### src/rtl/uart_rx_errfifo.sv
module uart_rx_errfifo #(
  parameter int OVS   = 16,
  parameter int DEPTH = 16
) (
  input  logic        clk,
  input  logic        rst,
  input  logic        rx_i,
  input  logic        baud_tick_i,
  input  logic        par_en_i,
  input  logic        par_even_i,
  input  logic        par_stick_i,
  input  logic        rd_i,
  output logic [11:0] rd_data_o,
  output logic        rx_avail_o,
  output logic        err_o
);
  // OVS and DEPTH must be powers of two
  localparam int CW = $clog2(OVS);
  localparam int AW = $clog2(DEPTH);
  localparam logic [CW-1:0] MID  = CW'(OVS / 2 - 1);
  localparam logic [CW-1:0] LAST = CW'(OVS - 1);

  typedef enum logic [2:0] {S_IDLE, S_START, S_DATA, S_PAR, S_STOP} st_t;

  logic [1:0]    sync_q;
  logic          rx_s;
  st_t           st;
  logic [CW-1:0] tcnt;
  logic [2:0]    bitn;
  logic [7:0]    shr;
  logic          par_q, locked, allz;

  logic [11:0]   mem [DEPTH];
  logic [AW-1:0] wp, rp;
  logic [AW:0]   count;

  logic done, fe, brk, pe, par_exp, full, push, ovr, pop, idle;
  logic [11:0] word;

  assign rx_s    = sync_q[1];
  assign idle    = (st == S_IDLE);
  assign par_exp = par_stick_i ? ~par_even_i : (par_even_i ? ^shr : ~(^shr));
  assign done    = baud_tick_i && (st == S_STOP) && (tcnt == LAST);
  assign fe      = !rx_s;
  assign brk     = fe && allz;
  assign pe      = par_en_i && !brk && (par_q != par_exp);
  assign word    = {1'b0, brk, pe, fe, shr};

  assign full = (count == (AW+1)'(DEPTH));
  assign push = done && !full;
  assign ovr  = done && full;
  assign pop  = rd_i && (count != '0);

  assign rx_avail_o = (count != '0);
  assign rd_data_o  = rx_avail_o ? mem[rp] : 12'h000;

  always_ff @(posedge clk) begin
    if (rst) begin
      sync_q <= 2'b11;
      st     <= S_IDLE;
      tcnt   <= '0;
      bitn   <= '0;
      shr    <= '0;
      par_q  <= 1'b0;
      locked <= 1'b0;
      allz   <= 1'b0;
    end else begin
      sync_q <= {sync_q[0], rx_i};
      if (baud_tick_i) begin
        case (st)
          S_IDLE: begin
            tcnt <= '0;
            if (rx_s) locked <= 1'b0;
            else if (!locked) st <= S_START;
          end
          S_START: begin
            if (tcnt == MID) begin
              tcnt <= '0;
              if (rx_s) st <= S_IDLE;
              else begin
                st   <= S_DATA;
                bitn <= '0;
                allz <= 1'b1;
              end
            end else tcnt <= tcnt + 1'b1;
          end
          S_DATA: begin
            if (tcnt == LAST) begin
              tcnt <= '0;
              shr  <= {rx_s, shr[7:1]};
              allz <= allz & !rx_s;
              bitn <= bitn + 1'b1;
              if (bitn == 3'd7) st <= par_en_i ? S_PAR : S_STOP;
            end else tcnt <= tcnt + 1'b1;
          end
          S_PAR: begin
            if (tcnt == LAST) begin
              tcnt  <= '0;
              par_q <= rx_s;
              allz  <= allz & !rx_s;
              st    <= S_STOP;
            end else tcnt <= tcnt + 1'b1;
          end
          S_STOP: begin
            if (tcnt == LAST) begin
              tcnt   <= '0;
              locked <= fe;
              st     <= S_IDLE;
            end else tcnt <= tcnt + 1'b1;
          end
          default: st <= S_IDLE;
        endcase
      end
    end
  end

  always_ff @(posedge clk) begin
    if (rst) begin
      wp    <= '0;
      rp    <= '0;
      count <= '0;
      err_o <= 1'b0;
      for (int i = 0; i < DEPTH; i++) mem[i] <= '0;
    end else begin
      err_o <= done && (fe || pe);
      if (push) begin
        mem[wp] <= word;
        wp      <= wp + 1'b1;
      end else if (ovr) begin
        mem[wp - 1'b1][11] <= 1'b1;
      end
      if (pop) rp <= rp + 1'b1;
      count <= count + (AW+1)'(push) - (AW+1)'(pop);
    end
  end
endmodule

### config.mk
export PLATFORM = sky130hd
export DESIGN_NAME = uart_rx_errfifo
export DESIGN_NICKNAME = d
export VERILOG_FILES = /design/src/rtl/uart_rx_errfifo.sv
export SDC_FILE = /design/constraint.sdc
export NUM_CORES = 1
export LEC_CHECK = 0
export ABC_AREA = 1
export ABC_CLOCK_PERIOD_IN_PS = 2700
export CORE_UTILIZATION = 35
export CTS_CLUSTER_DIAMETER = 40
export DETAILED_ROUTE_END_ITERATION = 12
export DONT_BUFFER_PORTS = 1
export SKIP_CTS_REPAIR_TIMING = 1
export SYNTH_ARGS = -nofsm -noshare
export SYNTH_HDL_FRONTEND = slang
export SYNTH_SLANG_ARGS = --single-unit
export TNS_END_PERCENT = 5
### constraint.sdc
create_clock -name clk -period 2.7 [get_ports clk]
set_clock_uncertainty 0.1 [all_clocks]
set_input_delay 0.135 -clock clk [delete_from_list [all_inputs] [get_ports clk]]
set_output_delay 0.135 -clock clk [all_outputs]
set_load 0.1 [all_outputs]
==> out/summary.md <==
- **Seq pwr share** 32.9%
- **number of cell rows** 64
- **# clock sinks** 233
- **Antenna diodes** 0
- **root cell of the clock tree** sky130_fd_sc_hd__clkbuf_16
- **first-iteration detailed-routing DRC count** 782
- **sequential share of the synthesized area** 59.7%
- **Seq. cell area** 6590 um^2
- **TritonCTS clock tree** built
- **worst reg2reg startpoint** tcnt[0]
- **layout net count** 1,247
- **Clk network pwr share** 39.1%
- **number of different library cells in the post-synthesis netlist** 33
- **CTS clock-pin slew for the worst setup and hold paths** 0.05 ns
- **violations in the final reports** DRC, hold timing, setup timing
- **area of the multi-input gates** 3980 um^2
- **total net switching power** 4.35 mW
- **proportion of power drawn by combinational gates** 28.0%
- **share of synthesized registers carrying an async set or reset** 0%
- **power density over the cells** 939 nW/um^2
- **count of non-filler cells in the finished layout** 1,652
- **Top FF cell, synth** sky130_fd_sc_hd__edfxtp_1
- **Inst Count DP** 1,575
- **number of global-route vias before repair** 8,226
- **Crit path arrival time** 2.47 ns
- **per-cell routed wire length** 17.7 um
- **kind of critical path** register to primary output
- **number of H-tree branching levels** 2
- **total DRC errors in the routed layout** 2
- **Final setup viols** 2
- **synthesis-stage register bit count** 233
- **total CTS buffers** 38
- **die boundary height** 180 um
- **RSZ-0062 raised after global routing** true
- **total internal power** 8.41 mW
- **growth of design area from synthesis to finish** 23.2%
- **Rel. slew slack** 37.2%
- **Synth area leader** sky130_fd_sc_hd__edfxtp_1
- **largest net degree at the start of global routing** 53
- **leading post-synthesis cells by instance count** sky130_fd_sc_hd__nor2_1, sky130_fd_sc_hd__edfxtp_1, sky130_fd_sc_hd__o21ai_0
- **mean instance size in the synthesized netlist** 9.36 um^2
- **portion of synthesized cell area occupied by the leading cell type** 52.3%
- **Worst Hold Slack** -0.0334 ns
- **synthesized-area fraction occupied by xor and xnor cells** 0.794%
- **Horiz. Die Dim** 180 um
- **endpoint of the worst register-to-register path** mem[2][8]
- **count of boundary I/O pins** 22
- **outcome** complete, but fails checks
- **DIE AREA** 32,200 um^2
- **share of post-route cells with drive strength above 1** 16.6%
- **path class of the lowest-slack min-delay path** input port to register
- **dominant combinational cell family by area after synthesis** simple AND/OR/NAND/NOR gates
- **initial antenna violation count** 0
- **Worst setup SP type** register
- **worst endpoint required time** 2.47 ns
- **worst vdd rail ir drop** 0.000778 V
- **global-route wire length before repair** 45,600 um
- **critical path capture point type** primary output
- **transition at the pin with the smallest max-transition slack** 0.941 ns
- **floorplan core area** 30,800 um^2
- **fraction of the mapped netlist area in compound gates** 11.9%
- **Slew Limit Fails** 0
- **ranking of synthesized cells by area** sky130_fd_sc_hd__edfxtp_1, sky130_fd_sc_hd__nor2_1, sky130_fd_sc_hd__dfxtp_1, sky130_fd_sc_hd__o21ai_0, sky130_fd_sc_hd__nand2_1
- **worst reg2reg path depth** 12
- **Final Worst Setup Slack** -0.00747 ns
- **share of synthesized cell area in full adder, half adder and majority cells** 1.54%
- **Pleak** 4.74 nW
- **Period minus WS final** 2.71 ns
- **Total Routed Length** 29,300 um
- **depth of the worst hold-timing path** 5
- **via count** 8,594
- **destination of the critical timing path** rd_data_o[6]
- **DRT antenna net count** 0
- **number of hold violations in the final report** 1
- **input/output buffers** 0
- **gr ovfl total** 0
- **R2R setup slack** 0.09 ns
- **later-pin clock latency in the skew report** 0.52 ns
- **Critical Path Source** count[3]
- **post-synthesis instance total** 1,179
- **TritonRoute pass-1 iters** 11
- **number of warnings printed during yosys synthesis** 0
- **portion of netlist area occupied by mux cells** 0%
- **aggregate global-route resource usage** 18.1%
- **maximum net fanout on the critical path** 12
- **Fin Setup TNS** -0.00983 ns
- **fraction of the cycle the final worst path needs** 100%
- **max capacitance violation total** 0
- **Layout fillers** 2,892
- **most numerous cell in the Yosys netlist** sky130_fd_sc_hd__nor2_1
- **effective utilization at floorplan** 35.8%
- **number of enable flip-flop cells after synthesis** 192
- **Mapped Area** 11,000 um^2
- **sw frac** 34.1%
- **Final Wtd Congestion** 0.828
- **upper clock frequency limit** 0.369 GHz
- **DP HPWL** 18,900 um
- **syn_nets** 1,200
- **number of buffers between clock root and the deepest sink** 3
- **Post-Place Worst Slack** -0.0587 ns
- **post-DR vias/cell** 5.20
- **basic-gate share of the synthesized area counting and, or, nand and nor cells** 20.7%
through the flow:
step / area (um^2) / utilization, % / power (mW)
floorplan: 11100 / - / 6.59
global placement: 12200 / 39.4 / 7.74
detailed placement: 12200 / 39.4 / 7.79
CTS: 13500 / 43.7 / 12.8
global route: 13600 / 44.1 / 13.3
finish: 13600 / 44.1 / 12.8
routing by layer:
layer	up-vias	part of all wire [%]	global-route usage, %
li1	4156	-	-
met1	4085	45	24.1
met2	283	46	28.9
met3	70	6.1	3.50
met4	0	3.4	7.66
met5	-	0	0
worst max-delay path: stages, from the launching register on:
cell,delay [ns]
sky130_fd_sc_hd__dfxtp_2,0.33
sky130_fd_sc_hd__inv_2,0.05
sky130_fd_sc_hd__ha_4,0.15
sky130_fd_sc_hd__nand4_1,0.08
sky130_fd_sc_hd__buf_4,0.31
sky130_fd_sc_hd__inv_1,0.44
sky130_fd_sc_hd__a21oi_2,0.37
sky130_fd_sc_hd__buf_12,0.21
state kept, by name, indices dropped and copies added, names as in the netlist, named ones only:
register,count
st,3
rp,4
allz,1
count,5
mem,192
wp,4
par_q,1
sync_q,2
shr,8
bitn,3
locked,1
tcnt,4
err_o,1
power groups by stage:
| stage | sequential, mW | clock [mW] | combinational [mW] |
|---|---|---|---|
| final | 4.20 | 4.99 | 3.57 |
| after global routing | 4.23 | 5.23 | 3.80 |
| after CTS | 4.20 | 5.06 | 3.53 |
| after detailed placement | 4.28 | 0 | 3.52 |
| after global placement | 4.27 | 0 | 3.47 |
| after floorplan | 4.24 | 0 | 2.36 |
placed cells by master, fill, tap and decap left out, types with 2 or more instances in the layout:
cell                              n
sky130_fd_sc_hd__clkinvlp_4       7
sky130_fd_sc_hd__dlygate4sd3_1    7
sky130_fd_sc_hd__ha_1             8
sky130_fd_sc_hd__nand3_1         60
sky130_fd_sc_hd__nand2_2          7
sky130_fd_sc_hd__nor3_1           2
sky130_fd_sc_hd__inv_2            9
sky130_fd_sc_hd__clkbuf_1         4
sky130_fd_sc_hd__nand2_1        124
sky130_fd_sc_hd__inv_6            7
sky130_fd_sc_hd__o221ai_1        40
sky130_fd_sc_hd__dfxtp_2          3
sky130_fd_sc_hd__clkbuf_16       39
sky130_fd_sc_hd__nor2_2           4
sky130_fd_sc_hd__xnor2_1          3
sky130_fd_sc_hd__o22ai_1          9
sky130_fd_sc_hd__clkinv_1         9
sky130_fd_sc_hd__nor2_1         328
sky130_fd_sc_hd__bufinv_16        5
sky130_fd_sc_hd__nor3b_1          2
sky130_fd_sc_hd__inv_1           38
sky130_fd_sc_hd__edfxtp_1       192
sky130_fd_sc_hd__a21oi_2         12
sky130_fd_sc_hd__buf_12          20
sky130_fd_sc_hd__o21ai_1          3
sky130_fd_sc_hd__a21oi_1         28
sky130_fd_sc_hd__dfxtp_1         38
sky130_fd_sc_hd__buf_6            6
sky130_fd_sc_hd__ha_4             3
sky130_fd_sc_hd__nor2_4           5
sky130_fd_sc_hd__buf_4           62
sky130_fd_sc_hd__clkinv_2         4
sky130_fd_sc_hd__or2_2            2
sky130_fd_sc_hd__nand4_1          9
sky130_fd_sc_hd__nand3_2          6
sky130_fd_sc_hd__o21ai_0        134
sky130_fd_sc_hd__xor2_1           7
kinds of logic after synthesis:
logic type | after synthesis
AND/OR/NAND/NOR | 551
flip-flops | 233
AO/OA/AOI/OAI | 229
buffers and inverters | 143
adder cells (fa/ha/maj) | 13
XOR/XNOR | 10
final cells by class:
cell class / instances / share of cell area [%]
multi-input combinational: 803 / 29.3
inverter: 55 / 1.52
tap: 396 / 3.65
clock buffer: 43 / 7.29
sequential: 233 / 48.5
clock inverter: 27 / 2.41
timing repair buffer: 95 / 7.38
worst min path at each step:
stage,from,end
after CTS,rst,count[1]
after detailed placement,rst,count[1]
after floorplan,rx_i,sync_q[0]
final,par_even_i,err_o
after global placement,rst,count[1]
after global routing,par_even_i,err_o
(Power assumes the default switching activity.)
